`src/rtl/srs_pkg.sv`:
```
`timescale 1ns/1ps
package srs_pkg;

  // Strobes the slot controller hands to the datapath each cycle.
  typedef struct packed {
    logic openWin;    // window opens at the coming edge
    logic readSlot;   // this cycle is the reserved read slot
    logic loadShift;  // shift register takes the RAM byte at the coming edge
    logic shiftOn;    // shift register advances at the coming edge
    logic wrGrant;    // a queued write owns the RAM this cycle
    logic streaming;  // serial output carries valid bits
  } slotStrobes_t;

endpackage

```
`src/rtl/srs_fifo.sv`:
```
`timescale 1ns/1ps
module srs_fifo #(
  parameter int unsigned ADDR_W = 8,
  parameter int unsigned DATA_W = 8,
  parameter int unsigned DEPTH  = 8
) (
  input  logic              clk,
  input  logic              rst,
  input  logic              pushValid,
  output logic              pushReady,
  input  logic [ADDR_W-1:0] pushAddr,
  input  logic [DATA_W-1:0] pushData,
  input  logic              pop,
  output logic              headValid,
  output logic [ADDR_W-1:0] headAddr,
  output logic [DATA_W-1:0] headData
);
  localparam int unsigned PTR_W = (DEPTH > 1) ? $clog2(DEPTH) : 1;
  localparam int unsigned CNT_W = $clog2(DEPTH + 1);
  localparam int unsigned ENT_W = ADDR_W + DATA_W;

  logic [ENT_W-1:0] store [DEPTH];
  logic [PTR_W-1:0] rdPtr, wrPtr;
  logic [CNT_W-1:0] count;
  logic             push, popOk;

  function automatic logic [PTR_W-1:0] nextPtr(input logic [PTR_W-1:0] p);
    return (p == PTR_W'(DEPTH - 1)) ? '0 : p + PTR_W'(1);
  endfunction

  assign pushReady = (count != CNT_W'(DEPTH));
  assign push      = pushValid & pushReady;
  assign headValid = (count != '0);
  assign popOk     = pop & headValid;
  assign {headAddr, headData} = store[rdPtr];

  always_ff @(posedge clk) begin
    if (push) store[wrPtr] <= {pushAddr, pushData};
  end

  always_ff @(posedge clk) begin
    if (rst) begin
      rdPtr <= '0;
      wrPtr <= '0;
      count <= '0;
    end else begin
      if (push)  wrPtr <= nextPtr(wrPtr);
      if (popOk) rdPtr <= nextPtr(rdPtr);
      count <= count + CNT_W'(push) - CNT_W'(popOk);
    end
  end

  // occupancy never exceeds the depth
  a_r6_count_bound: assert property (@(posedge clk) disable iff (rst)
    count <= CNT_W'(DEPTH));

  // occupancy follows accepted pushes and issued pops
  a_r7_count_track: assert property (@(posedge clk) disable iff (rst)
    !$past(rst) |-> count == CNT_W'($past(count) + CNT_W'($past(push)) - CNT_W'($past(popOk))));

endmodule

```
`src/rtl/srs_ctrl.sv`:
```
`timescale 1ns/1ps
module srs_ctrl #(
  parameter int unsigned DATA_W = 8
) (
  input  logic                 clk,
  input  logic                 rst,
  input  logic                 lineActive,
  input  logic                 fifoNotEmpty,
  output srs_pkg::slotStrobes_t strobe
);
  localparam int unsigned PH_W = $clog2(DATA_W);
  localparam logic [PH_W-1:0] RD_PH = PH_W'(DATA_W - 2);
  localparam logic [PH_W-1:0] LD_PH = PH_W'(DATA_W - 1);

  logic            activeQ, streamQ;
  logic [PH_W-1:0] phase;

  always_comb begin
    strobe.openWin   = lineActive & ~activeQ;
    strobe.readSlot  = activeQ & (phase == RD_PH);
    strobe.loadShift = activeQ & (phase == LD_PH);
    strobe.shiftOn   = streamQ;
    strobe.wrGrant   = fifoNotEmpty & ~strobe.readSlot;
    strobe.streaming = streamQ;
  end

  always_ff @(posedge clk) begin
    if (rst) begin
      activeQ <= 1'b0;
      streamQ <= 1'b0;
      phase   <= '0;
    end else begin
      activeQ <= lineActive;
      if (strobe.openWin)  phase <= RD_PH;
      else if (activeQ)    phase <= (phase == LD_PH) ? '0 : phase + PH_W'(1);
      streamQ <= activeQ & lineActive & (streamQ | (phase == LD_PH));
    end
  end

  // a shift load always follows a read slot by one cycle
  a_r4_load_after_read: assert property (@(posedge clk) disable iff (rst)
    strobe.loadShift |-> $past(strobe.readSlot));

  // the first cycle of an opened window is a read slot
  a_r2_first_slot: assert property (@(posedge clk) disable iff (rst)
    (!$past(rst) && $past(strobe.openWin)) |-> strobe.readSlot);

endmodule

```
`src/rtl/srs_datapath.sv`:
```
`timescale 1ns/1ps
module srs_datapath #(
  parameter int unsigned ADDR_W = 8,
  parameter int unsigned DATA_W = 8
) (
  input  logic                  clk,
  input  logic                  rst,
  input  srs_pkg::slotStrobes_t strobe,
  input  logic [ADDR_W-1:0]     startAddr,
  input  logic [ADDR_W-1:0]     headAddr,
  input  logic [DATA_W-1:0]     headData,
  input  logic [DATA_W-1:0]     ramRdData,
  output logic [ADDR_W-1:0]     ramAddr,
  output logic                  ramWrEn,
  output logic [DATA_W-1:0]     ramWrData,
  output logic                  popFifo,
  output logic                  serOut
);
  logic [ADDR_W-1:0] rdAddr;
  logic [DATA_W-1:0] shiftReg;

  always_ff @(posedge clk) begin
    if (rst) begin
      rdAddr <= '0;
    end else if (strobe.openWin) begin
      rdAddr <= startAddr;
    end else if (strobe.readSlot) begin
      rdAddr <= rdAddr + ADDR_W'(1);
    end
  end

  always_ff @(posedge clk) begin
    if (rst) begin
      shiftReg <= '0;
    end else if (strobe.loadShift) begin
      shiftReg <= ramRdData;
    end else if (strobe.shiftOn) begin
      shiftReg <= shiftReg >> 1;
    end
  end

  // Address path: the write owner selects the FIFO head, otherwise the read counter.
  assign ramAddr   = strobe.wrGrant ? headAddr : rdAddr;
  assign ramWrEn   = strobe.wrGrant;
  assign ramWrData = headData;
  assign popFifo   = strobe.wrGrant;
  assign serOut    = strobe.streaming & shiftReg[0];

  // each read slot steps the read address by one, wrapping
  a_r2_addr_step: assert property (@(posedge clk) disable iff (rst)
    (!$past(rst) && $past(strobe.readSlot)) |-> rdAddr == ADDR_W'($past(rdAddr) + ADDR_W'(1)));

endmodule

```
`src/rtl/slot_ram_streamer.sv`:
```
`timescale 1ns/1ps
module slot_ram_streamer #(
  parameter int unsigned ADDR_W     = 8,
  parameter int unsigned DATA_W     = 8,
  parameter int unsigned FIFO_DEPTH = 8
) (
  input  logic              clk,
  input  logic              rst,
  input  logic              lineActive,
  input  logic [ADDR_W-1:0] startAddr,
  input  logic              wrValid,
  output logic              wrReady,
  input  logic [ADDR_W-1:0] wrAddr,
  input  logic [DATA_W-1:0] wrData,
  output logic [ADDR_W-1:0] ramAddr,
  output logic              ramWrEn,
  output logic [DATA_W-1:0] ramWrData,
  input  logic [DATA_W-1:0] ramRdData,
  output logic              serOut
);
  srs_pkg::slotStrobes_t strobe;
  logic                  headValid, popFifo;
  logic [ADDR_W-1:0]     headAddr;
  logic [DATA_W-1:0]     headData;

  srs_fifo #(.ADDR_W(ADDR_W), .DATA_W(DATA_W), .DEPTH(FIFO_DEPTH)) fifo_i (
    .clk(clk), .rst(rst),
    .pushValid(wrValid), .pushReady(wrReady),
    .pushAddr(wrAddr), .pushData(wrData),
    .pop(popFifo), .headValid(headValid),
    .headAddr(headAddr), .headData(headData)
  );

  srs_ctrl #(.DATA_W(DATA_W)) ctrl_i (
    .clk(clk), .rst(rst),
    .lineActive(lineActive), .fifoNotEmpty(headValid),
    .strobe(strobe)
  );

  srs_datapath #(.ADDR_W(ADDR_W), .DATA_W(DATA_W)) dp_i (
    .clk(clk), .rst(rst), .strobe(strobe),
    .startAddr(startAddr), .headAddr(headAddr), .headData(headData),
    .ramRdData(ramRdData),
    .ramAddr(ramAddr), .ramWrEn(ramWrEn), .ramWrData(ramWrData),
    .popFifo(popFifo), .serOut(serOut)
  );

  // a closed window keeps the serial line low
  a_r5_idle_low: assert property (@(posedge clk) disable iff (rst)
    !$past(lineActive) |-> !serOut);

  // the read slot is never used by a write
  a_r3_slot_free: assert property (@(posedge clk) disable iff (rst)
    strobe.readSlot |-> !ramWrEn);

endmodule

```
`config.mk`:
```
export PLATFORM = sky130hd
export DESIGN_NAME = slot_ram_streamer
export DESIGN_NICKNAME = d
export VERILOG_FILES = /design/src/rtl/srs_pkg.sv /design/src/rtl/srs_fifo.sv /design/src/rtl/srs_ctrl.sv /design/src/rtl/srs_datapath.sv /design/src/rtl/slot_ram_streamer.sv
export SDC_FILE = /design/constraint.sdc
export NUM_CORES = 1
export LEC_CHECK = 0
export ABC_AREA = 1
export BUFFER_PORTS_ARGS = -buffer_cell sky130_fd_sc_hd__clkbuf_2
export CAP_MARGIN = 20
export CORE_UTILIZATION = 38
export CTS_BUF_LIST = sky130_fd_sc_hd__clkbuf_16
export DETAILED_ROUTE_END_ITERATION = 10
export PLACE_DENSITY = 0.57
export SLEW_MARGIN = 15
export SYNTH_ARGS = -nofsm -noshare
export SYNTH_HDL_FRONTEND = slang
export SYNTH_HIERARCHICAL = 1
export SYNTH_SLANG_ARGS = --single-unit
```
`constraint.sdc`:
```
create_clock -name clk -period 4.4 [get_ports clk]
set_input_delay 0.66 -clock clk [delete_from_list [all_inputs] [get_ports clk]]
set_output_delay 0.66 -clock clk [all_outputs]
set_load 0.02 [all_outputs]
```
# Yosys cells after proc, flatten, opt, wreduce, memory -nomap -nowiden
# Memory sizes are Yosys's and may differ from the RTL's. A register that Yosys moved wholly into a read port is not among the register bits.
# Index checks and enable logic that the tools add are counted.
# totals
memories	1
reg_bits	31
inputBits	36
word_cells	52
output_inout_bits	19
mem_bits_rw	128
# mem_list
name	words	width	rd	rd_clocked_by_memory_dff	wr	line	source
fifo_i.store	8	16	1	1	1	srs_fifo.sv:22	logic [ENT_W-1:0] store [DEPTH];
# op_classes
n_addsub	6
eq_ne	5
reduce_logical	5
muxes	14
bitwise	12
# ops
cell	n
two-way mux 8 bit	5
two-way mux 3 bit	7
== test 3 bit, second input constant	4
adder 3 x 1 -> 3 bit, second input constant	3
AND 1 bit	9
adder 8 x 1 -> 8 bit, second input constant	1
nonzero test 2 bit	3
adder 4 x 1 -> 4 bit	1
!= test 4 bit, second input constant	1
nonzero test 4 bit	1
subtractor 4 x 1 -> 4 bit	1
two-way mux 1 bit	2
inverter 1 bit	2
OR reduction 2 bit	1
OR 1 bit	1

# Longest topological paths before layout
# Gate-level depths: netlist (run 1).
# logic_depth
ltp_word	7
depth_mapped	14
mapped_depth_nobuf	13

# By module
# The synthesis (run 1) kept the hierarchy.
# modules_own_cells
module	seq_area_each_um2	area_per_inst_um2	cells_per_inst	n_inst
srs_fifo	4103.9	6331.1	645	1
srs_datapath	320.3	1019.7	148	1
srs_ctrl	100.1	271.5	39	1

# Least setup slack after synthesis (run 1)
# No wires, ideal clock.
# synth_path
path_kind	register to register
from	register fifo_i.count[2]
to	memory fifo_i/store[6][0] (netlist bit) (enable)
required_time_ns	3.991
setup_ns	0.409
arrival_time_ns	2.056
stages_incl_launch_ff	7
n_path_buf	1
synth_period_minus_slack_ns	2.466
setup_slack_ns	1.934
path_cell_list	dfxtp_1 -> inv_1 -> ha_1 -> nand2_2 -> nand2_2 -> buf_6 -> nor3_1
# synth_via
elab_chain_len	4
# synth_rtl
element	line	source
start, declared	srs_fifo.sv:24	logic [CNT_W-1:0] count;
start signal, assigned	srs_fifo.sv:49	count <= count + CNT_W'(push) - CNT_W'(popOk);
!= test 4 bit	srs_fifo.sv:31	assign pushReady = (count != CNT_W'(DEPTH));
named net wrReady	slot_ram_streamer.sv:12	output logic wrReady,
AND 1 bit	srs_fifo.sv:32	assign push = pushValid & pushReady;
two-way mux 1 bit	srs_fifo.sv:38	if (push) store[wrPtr] <= {pushAddr, pushData};
two-way mux 1 bit (not written as such)	srs_fifo.sv:38	
end, declared	srs_fifo.sv:22	
# The timed path passes the listed nets, and every way through them passes these cells.

==> parameters.txt, run 1 <==
Parameter                              Value

Status
  Outcome    finished, final reports clean

Timing
  Min Tclk post-route    2960 ps
  Final Max Tran Viols    0
  Final worst slack    1440 ps
  Clock tree skew after final layout    12.4 ps
  Highest attainable clock frequency    338 MHz
  RSZ-0062 raised after global routing    false
  Post-route setup TNS    0 ps
  Worst slew margin    0.317
  Slew of the pin with the lowest slew margin    1020 ps
  Endpoints failing setup    0
  Hold Fails Final Rpt    0
  Post-route fraction of the period consumed by the critical path    0.673

Worst setup path
  End point of the critical path    ramAddr[5]
  Kind of end point of the critical path    output pin
  Data required time at the worst endpoint    3740 ps
  WS Path Type    register to output pin
  Register-to-Register Path Depth    12
  Max FO, Critical Path    18
  Critical R2R Capture    fifo_i/count[1]
  Cells along the critical path    inv_1 > buf_4 > nand3_1 > nand2_1 > nand2_1 > nand2_1 > nand2_1 > o21ai_0 > clkbuf_2
  Arrival time of data at the critical path endpoint    2300 ps
  R2R Path Start    ctrl_i/phase[0]
  CP max stage delay    440 ps
  CP Launch Type    register
  Most numerous cell on the critical path    sky130_fd_sc_hd__nand2_1
  Slowest cell on the critical path    sky130_fd_sc_hd__inv_1
  Reg2reg setup slack    1640 ps

Clock tree
  Clk_lat worst skew    430 ps
  Reg clk slew, reported paths    60 ps
  Quantity of gates resized following cts    0
  Clock tree from TritonCTS    yes
  Buffer levels on the longest clock path    2
  Post-CTS Setup Bufs    0
  Buffer cell driving the clock tree root    sky130_fd_sc_hd__clkbuf_16
  Hold-fix buffer count after cts    0
  CTS H-tree lvls    4
  Sink count of the clock tree    162
  Number of buffers added by the clock tree synthesis step    17

Place
  DP Worst Slack    1620 ps
  Post-detailed-placement half-perimeter wirelength    9370 um
  Routability cong.    0.743
  Total cell area at the placement stage    0.00806 mm2
  Port bufs    54

Min path
  Hold/Removal Path Class    register to register

Yosys
  Netlist Area Pre-Place    0.00762 mm2
  Async S/R FF share, synth    0
  Post-Syn Instances    832
  Synthesized net count    883
  Number of distinct standard cells referenced by the synthesized netlist    33
  Number of flops mapped to enable cells by yosys    128
  Dominant register cell in the synthesized netlist    sky130_fd_sc_hd__edfxtp_1
  Per-instance average area after synthesis    9.16 um2
  Number of warning messages in the yosys log    6
  Number of synthesized register bits    162
  Proportion of synthesized chip area in sequential cells    0.594

GRT
  Wire length of the first global-routing pass    25300 um
  Global-route total usage across every layer    0.166
  Final global-route overflow total    0
  Initial antenna violation count    0
  Maximum number of pins on one net before global-route repair    65
  Number of global-route vias before repair    4891

Die
  Number of ports placed on the die boundary    55
  Initial Util    0.389
  Core region area    0.0196 mm2
  Number of cell rows    51
  Die area    0.0206 mm2
  Die boundary height    144 um
  Die X-Extent    144 um

Drt
  Drt wl/cell    13.5 um
  Vias after detailed routing    5113
  DRC errors left    0
  Per-cell via count in the routed design    4.42
  DRT iter0 DRCs    277
  Number of antenna-violating nets in the routed design    0
  Detailed-router iteration count before antenna repair    4
  Total Wirelength    15700 um

Cells and area
  Area growth from synthesis to layout    13.4%
  Nets    929
  Share of layout cells above drive strength 1    0.141
  Total non-filler cell area in the finished layout    0.00865 mm2
  Count of filler cells inserted in the layout    1917

Run
  Number of violations of the max-capacitance limit    0

Power
  Power density cells    553 mW/mm2
  Maximum VDD drop    288 uV
  Leakage Power    3.98 nW
  Pwr Total    4.78 mW
==> flip-flops by register name (all words and copies together) (netlist names), 3 cells and up, named ones only <==
name           cells
ctrl_i/phase       3
dp_i/rdAddr        8
dp_i/shiftReg      8
fifo_i/count       4
fifo_i/rdPtr       3
fifo_i/store     128
fifo_i/wrPtr       3
==> cells by family (layout without fill, tap and decap cells) <==
family / count (synthesis) / count (layout) / synth area share
adders and majority gates: 15 / 15 / 0.0256
AOI/OAI and AO/OA: 33 / 33 / 0.0258
DFF: 162 / 162 / 0.594
other: 0 / 1 / 0
muxes: 2 / 2 / 0.00295
and+or+nand+nor: 411 / 411 / 0.229
xor gates and xnor gates: 1 / 1 / 0.00115
buffers and inverters: 208 / 267 / 0.122
==> how the worst min path moves through the flow <==
| stage | cells past startpoint | start | endpoint | slack, ps |
|---|---|---|---|---|
| global placement | 2 | dp_i/shiftReg[7] | dp_i/shiftReg[7] | 450 |
| CTS | 3 | ramRdData[7] | dp_i/shiftReg[7] | 460 |
| floorplan | 2 | dp_i/shiftReg[7] | dp_i/shiftReg[7] | 440 |
| global route | 3 | ramRdData[6] | dp_i/shiftReg[6] | 490 |
| detailed placement | 2 | dp_i/shiftReg[3] | dp_i/shiftReg[3] | 460 |
| finish | 2 | dp_i/shiftReg[7] | dp_i/shiftReg[7] | 480 |
==> cell type report <==
type | instances | area [um2] | share of cell area
multi-input combinational | 462 | 2210 | 0.255
inverter | 168 | 631 | 0.0729
timing repair buffer | 67 | 368 | 0.0425
tap | 265 | 332 | 0.0384
clock inverter | 15 | 154 | 0.0178
antenna | 1 | 2.50 | 0.000289
clock buffer | 17 | 425 | 0.0492
sequential | 162 | 4530 | 0.523
==> cell usage after synthesis (5+ instances only) <==
| cell | count | area share |
|---|---|---|
| sky130_fd_sc_hd__nand3_1 | 85 | 0.056 |
| sky130_fd_sc_hd__nor3_1 | 8 | 0.0053 |
| sky130_fd_sc_hd__a21oi_1 | 10 | 0.0066 |
| sky130_fd_sc_hd__o21ai_0 | 8 | 0.0053 |
| sky130_fd_sc_hd__inv_1 | 164 | 0.081 |
| sky130_fd_sc_hd__edfxtp_1 | 128 | 0.50 |
| sky130_fd_sc_hd__buf_6 | 11 | 0.016 |
| sky130_fd_sc_hd__dfxtp_1 | 34 | 0.089 |
| sky130_fd_sc_hd__nor2_1 | 22 | 0.011 |
| sky130_fd_sc_hd__buf_4 | 13 | 0.013 |
| sky130_fd_sc_hd__nand2_1 | 278 | 0.14 |
| sky130_fd_sc_hd__ha_1 | 14 | 0.023 |
| sky130_fd_sc_hd__a31oi_1 | 5 | 0.0041 |
| sky130_fd_sc_hd__buf_2 | 14 | 0.0092 |
| sky130_fd_sc_hd__a22oi_1 | 6 | 0.0059 |
==> power breakdown <==
part           switching [mW]  internal [mW]
sequential             0.0508           1.79
clock                   0.615          0.838
combinational            1.02          0.466
total                    1.68           3.09
==> metal layers <==
layer	share of wire	routed length, um	up-vias	GRT usage
met5	0	0	-	0
met4	0.012	189	0	0.0610
met3	0.047	730	17	0.0427
met2	0.48	7500	76	0.274
met1	0.46	7230	2331	0.211
li1	-	-	2689	-
==> layout by cell type, fill, tap and decap left out, drive strengths merged <==
cell type and count:
a31oi 5, mux2 2, clkbuf 71, ha 14, xnor2 1, nor3 8, dfxtp 34, a21boi 1
inv 173, a21oi 12, nand3b 3, nor2 29, o21ai 9, nand4 1, or2 2, clkinvlp 4
edfxtp 128, diode 1, nand3 86, nand2 282, clkinv 4, a22oi 6, bufinv 2, fa 1
buf 13
==> critical path, delay by kind of cell (launching register included) <==
family	cells	cell delay [ps]
AND/OR/NAND/NOR	5	370
buffers and inverters	3	1050
AO/OA/AOI/OAI	1	150
flip-flops	1	310
==> metrics by stage <==
step / hold slack [ps] / utilization / instances
floorplan: 439 / - / 832
global placement: 453 / 0.412 / 1124
detailed placement: 462 / 0.412 / 1124
CTS: 462 / 0.441 / 1156
global route: 491 / 0.441 / 1156
finish: 477 / 0.441 / 1157
Note: power is estimated with default switching activity, not from simulation.
==> run 2, diff against run 1 <==
Settings changed: PLACE_DENSITY 0.57 to 0.59.
Clock period 4.4 ns to 2.5 ns, I/O delays scaled along.
==> parameters.txt, run 2 (synthesized netlist as in run 1, its figures left out) <==
Parameter                              Value

Status
  Outcome    finished, final reports clean

GRT
  Number of global-route vias before repair    4926
  Final global-route overflow total    0
  Global-route total usage across every layer    0.161
  Initial antenna violation count    1
  Wire length of the first global-routing pass    24600 um
  Maximum number of pins on one net before global-route repair    65

Die
  Die X-Extent    144 um
  Number of ports placed on the die boundary    55
  Initial Util    0.389
  Number of cell rows    51
  Core region area    0.0196 mm2
  Die boundary height    144 um
  Die area    0.0206 mm2

Drt
  Total Wirelength    15300 um
  Detailed-router iteration count before antenna repair    4
  DRT iter0 DRCs    250
  DRC errors left    0
  Per-cell via count in the routed design    4.49
  Drt wl/cell    13.2 um
  Vias after detailed routing    5218
  Number of antenna-violating nets in the routed design    0

Place
  Routability cong.    0.787
  Post-detailed-placement half-perimeter wirelength    9110 um
  Port bufs    54

Clock tree
  Clk_lat worst skew    430 ps
  Buffer cell driving the clock tree root    sky130_fd_sc_hd__clkbuf_16
  Clock tree from TritonCTS    yes
  Number of buffers added by the clock tree synthesis step    17
  Post-CTS Setup Bufs    0
  Reg clk slew, reported paths    60 ps
  Hold-fix buffer count after cts    0
  CTS H-tree lvls    4
  Sink count of the clock tree    162
  Buffer levels on the longest clock path    2

Timing
  Final Max Tran Viols    0
  RSZ-0062 raised after global routing    false
  Hold Fails Final Rpt    0
  Worst slew margin    0.671
  Endpoints failing setup    0
  Highest attainable clock frequency    421 MHz
  Post-route setup TNS    0 ps
  Min Tclk post-route    2380 ps
  Slew of the pin with the lowest slew margin    494 ps
  Clock tree skew after final layout    12.6 ps
  Post-route fraction of the period consumed by the critical path    0.951

Cells and area
  Commonest non-fill, non-tap cells in the layout    278 x sky130_fd_sc_hd__nand2_1, 164 x sky130_fd_sc_hd__inv_1, 128 x sky130_fd_sc_hd__edfxtp_1, 85 x sky130_fd_sc_hd__nand3_1, 54 x sky130_fd_sc_hd__clkbuf_2
  Number of flip-flops under the largest register name    128
  Top register by number of flip-flops    fifo_i/store
  Count of filler cells inserted in the layout    1841
  Combined area of the multi-input logic cells    0.00221 mm2
  Share of the core filled with cells in the final layout    0.447
  Area growth from synthesis to layout    14.9%
  Register area    0.00453 mm2
  Share of layout cells above drive strength 1    0.149
  Leading cell type in the layout, fill and taps excluded    sky130_fd_sc_hd__nand2_1
  Nets    934
  Largest registers    fifo_i/store x128, dp_i/rdAddr x8, dp_i/shiftReg x8

Run
  Number of violations of the max-capacitance limit    0

Power
  Pint    5.72 mW
  Relative contribution of the clock network to total power    0.311
  Sw frac    0.340
  Share of total power in combinational logic    0.315
  Leakage Power    4.04 nW
  Reg power frac    0.374
  Power spent charging and discharging nets    2.95 mW
  Maximum VDD drop    561 uV
  Power density cells    991 mW/mm2

Worst setup path
  CP Launch Type    register
  Arrival time of data at the critical path endpoint    2000 ps
  Cells along the critical path    inv_1 > ha_1 > nand2_1 > nand2_1 > inv_1 > buf_8 > mux2_2 > clkbuf_2
  Max FO, Critical Path    18
  Slowest cell on the critical path    sky130_fd_sc_hd__mux2_2
  WS Path Type    register to output pin
  CP max stage delay    350 ps
  Kind of end point of the critical path    output pin
  Data required time at the worst endpoint    2120 ps
  Register-to-Register Path Depth    12

Min path
  Hold/Removal Path Class    input port to register
  Hold Path Cell Cnt    3
-- run 2: changes by cell type in the layout (fill, tap and decap cells not counted), sizes merged --
cell      previous run  this run
clkinvlp             4         2
bufinv               2         4
clkinv               4         6
inv                173       170
buf                 13        18
-- run 2: path summary, 6_finish.rpt --
path / from / to / slack [ps]
worst max-delay path: fifo_i/count[2] / ramAddr[1] / 120
worst min-delay path: ramRdData[7] / dp_i/shiftReg[7] / 190
worst max register to register: fifo_i/count[2] / fifo_i/count[2] / 230
worst min register to register: dp_i/shiftReg[7] / dp_i/shiftReg[7] / 460
-- run 2: layout make-up --
cell class                      count  area share
Sequential cell                   162       0.517
Clock inverter                     14      0.0214
Multi-Input combinational cell    462       0.253
Antenna cell                        1    0.000286
Timing Repair Buffer               72      0.0500
Inverter                          168      0.0720
Clock buffer                       17      0.0486
Tap cell                          265      0.0379
-- run 2: metal layers --
metal	track usage	routed length (um)	part of all wire
met5	0	0	0
met4	0.0722	274	0.018
met3	0.0317	510	0.033
met2	0.270	7570	0.49
met1	0.200	6990	0.46
-- run 2: critical path: cells and delay by family, from the launching register on --
kind                     cells  cell delay, ps
AND/OR/NAND/NOR              2             210
adder cells (fa/ha/maj)      1             230
multiplexers                 1             350
buffers and inverters        4             470
flip-flops                   1             310
-- run 2: what timing repair did --
item | in CTS | in global routing
hold endpoints to repair | 0 | 0
resized for setup | 0 | 4
endpoints found under the setup margin | 0 | 2
-- run 2: through the flow --
step | hold WS (ps) | setup WS (ps) | power (mW) | instance area, um2 | std cells
floorplan | 439 | 34.4 | 5.43 | 7620 | 832
global placement | 451 | 367 | 6.02 | 8130 | 1129
global route | 187 | 10.2 | 9.23 | 8750 | 1160
detailed placement | 453 | 276 | 6.05 | 8130 | 1129
finish | 194 | 122 | 8.68 | 8750 | 1161
CTS | 181 | 78.5 | 8.75 | 8740 | 1160
-- run 2: power by group through the flow --
stage	clock network, mW	logic, mW	registers [mW]
after floorplan	0	2.15	3.28
after global placement	0	2.72	3.29
after detailed placement	0	2.75	3.30
after CTS	2.75	2.76	3.24
after global routing	2.86	3.10	3.26
final	2.69	2.74	3.24
==> run 3, diff against run 2 <==
Settings changed: PLACE_DENSITY 0.59 to 0.6.
==> parameters.txt, run 3 (synthesized netlist as in run 1, its figures left out) <==
Parameter                              Value

Status
  Outcome    finished, final reports clean

Worst setup path
  Sum of buffers and inverters on the critical path    3
  CP Launch Type    register
  Data required time at the worst endpoint    2120 ps
  CP max stage delay    340 ps
  Arrival time of data at the critical path endpoint    1950 ps
  Most numerous cell on the critical path    sky130_fd_sc_hd__nand2_1
  Cells along the critical path    inv_2 > buf_12 > nand2_1 > nand3_1 > nand2_1 > nand2_1 > nand2_1 > mux2_2 > clkbuf_2
  Max FO, Critical Path    64
  Family with the most delay on the worst path    buffers and inverters
  WS Path Type    register to output pin
  R2R Path Start    fifo_i/count[2]
  Kind of end point of the critical path    output pin
  Slowest cell on the critical path    sky130_fd_sc_hd__dfxtp_2
  Reg2reg setup slack    320 ps

Timing
  Highest attainable clock frequency    429 MHz
  Final Max Tran Viols    0
  Endpoints failing setup    0
  Clock tree skew after final layout    10.9 ps
  RSZ-0062 raised after global routing    false
  Slew of the pin with the lowest slew margin    676 ps
  Final worst slack    172 ps
  Worst slew margin    0.549
  Min Tclk post-route    2330 ps
  Hold Fails Final Rpt    0
  Post-route fraction of the period consumed by the critical path    0.931
  Post-route setup TNS    0 ps

GRT
  Number of global-route vias before repair    4976
  Global-route total usage across every layer    0.169
  Wire length of the first global-routing pass    25700 um
  Final global-route overflow total    0
  Maximum number of pins on one net before global-route repair    65
  Initial antenna violation count    0

Cells and area
  Final instance count without filler cells    1164
  Share of layout cells above drive strength 1    0.155
  Combined area of the multi-input logic cells    0.00221 mm2
  Final antenna diode count    0
  Leading cell type in the layout, fill and taps excluded    sky130_fd_sc_hd__nand2_1
  Register area    0.00453 mm2
  Count of filler cells inserted in the layout    1871
  Number of flip-flops under the largest register name    128
  Largest registers    fifo_i/store x128, dp_i/rdAddr x8, dp_i/shiftReg x8
  Area growth from synthesis to layout    15.9%
  Top register by number of flip-flops    fifo_i/store
  Nets    937
  Total non-filler cell area in the finished layout    0.00883 mm2
  Commonest non-fill, non-tap cells in the layout    277 x sky130_fd_sc_hd__nand2_1, 164 x sky130_fd_sc_hd__inv_1, 128 x sky130_fd_sc_hd__edfxtp_1, 85 x sky130_fd_sc_hd__nand3_1, 54 x sky130_fd_sc_hd__clkbuf_2

Clock tree
  Clk_lat worst skew    440 ps
  Buffer levels on the longest clock path    2
  Number of buffers added by the clock tree synthesis step    17
  Hold-fix buffer count after cts    0
  CTS H-tree lvls    4
  Buffer cell driving the clock tree root    sky130_fd_sc_hd__clkbuf_16
  Quantity of gates resized following cts    0
  Post-CTS Setup Bufs    0
  Clock tree from TritonCTS    yes
  Reg clk slew, reported paths    70 ps
  Sink count of the clock tree    162

Run
  Number of violations of the max-capacitance limit    0

Min path
  Worst hold start    ramRdData[7]
  Hold/Removal Path Class    input port to register

Power
  Leakage Power    4.08 nW
  Power density cells    993 mW/mm2
  Maximum VDD drop    563 uV

Drt
  Total Wirelength    15800 um
  Detailed-router iteration count before antenna repair    4
  Drt wl/cell    13.6 um
  Number of antenna-violating nets in the routed design    0
  DRT iter0 DRCs    347
  Per-cell via count in the routed design    4.45
  DRC errors left    0
  Vias after detailed routing    5181

Place
  Port bufs    54
  Routability cong.    0.761
  Post-detailed-placement half-perimeter wirelength    9590 um
  Total cell area at the placement stage    0.00819 mm2
  Number of cells in the design after placement    1132
  DP Worst Slack    320 ps

Die
  Die area    0.0206 mm2
  Core region area    0.0196 mm2
  Number of cell rows    51
  Die X-Extent    144 um
  Initial Util    0.389
  Number of ports placed on the die boundary    55
  Die boundary height    144 um
run 3: cell count changes in the layout (fill, tap and decap cells not counted), sizes merged:
cell      change
inv           +5
buf           +3
bufinv        -2
clkinvlp      -2
diode         -1
run 3: area by class of cell:
| type | count | area share |
|---|---|---|
| clock buffer | 17 | 0.0482 |
| clock inverter | 15 | 0.0239 |
| inverter | 168 | 0.0714 |
| multi-input combinational | 462 | 0.250 |
| sequential | 162 | 0.513 |
| tap | 265 | 0.0375 |
| timing repair buffer | 75 | 0.0560 |
run 3: final timing paths:
kind / end / cells past startpoint
max: ramAddr[2] / 9
min reg2reg: dp_i/shiftReg[7] / 2
min: dp_i/shiftReg[7] / 3
max reg2reg: fifo_i/count[1] / 12
run 3: tightest hold or removal path, stage by stage:
cell and delay, ps:
sky130_fd_sc_hd__clkbuf_2 80, sky130_fd_sc_hd__nand2_1 60, sky130_fd_sc_hd__a21oi_1 60
run 3: per-stage QoR:
step	hold slack [ps]	util	total power [mW]
6_report	182	0.451	8.77
5_1_grt	192	0.451	9.33
4_1_cts	166	0.450	8.87
3_5_place_dp	462	0.418	6.11
3_3_place_gp	452	0.418	6.09
2_1_floorplan	439	-	5.43
run 3: where the power goes:
group          internal (mW)  total, mW  switching (mW)  leakage [nW]
clock network           1.54       2.75            1.21         0.312
logic                  0.922       2.77            1.85          2.32
registers               3.15       3.24          0.0987          1.44
run 3: per-layer routing:
layer | vias up | share of wire | global-route usage
li1 | 2715 | - | -
met1 | 2378 | 0.45 | 0.212
met2 | 72 | 0.49 | 0.285
met3 | 16 | 0.043 | 0.0393
met4 | 0 | 0.011 | 0.0599
met5 | - | 0 | 0
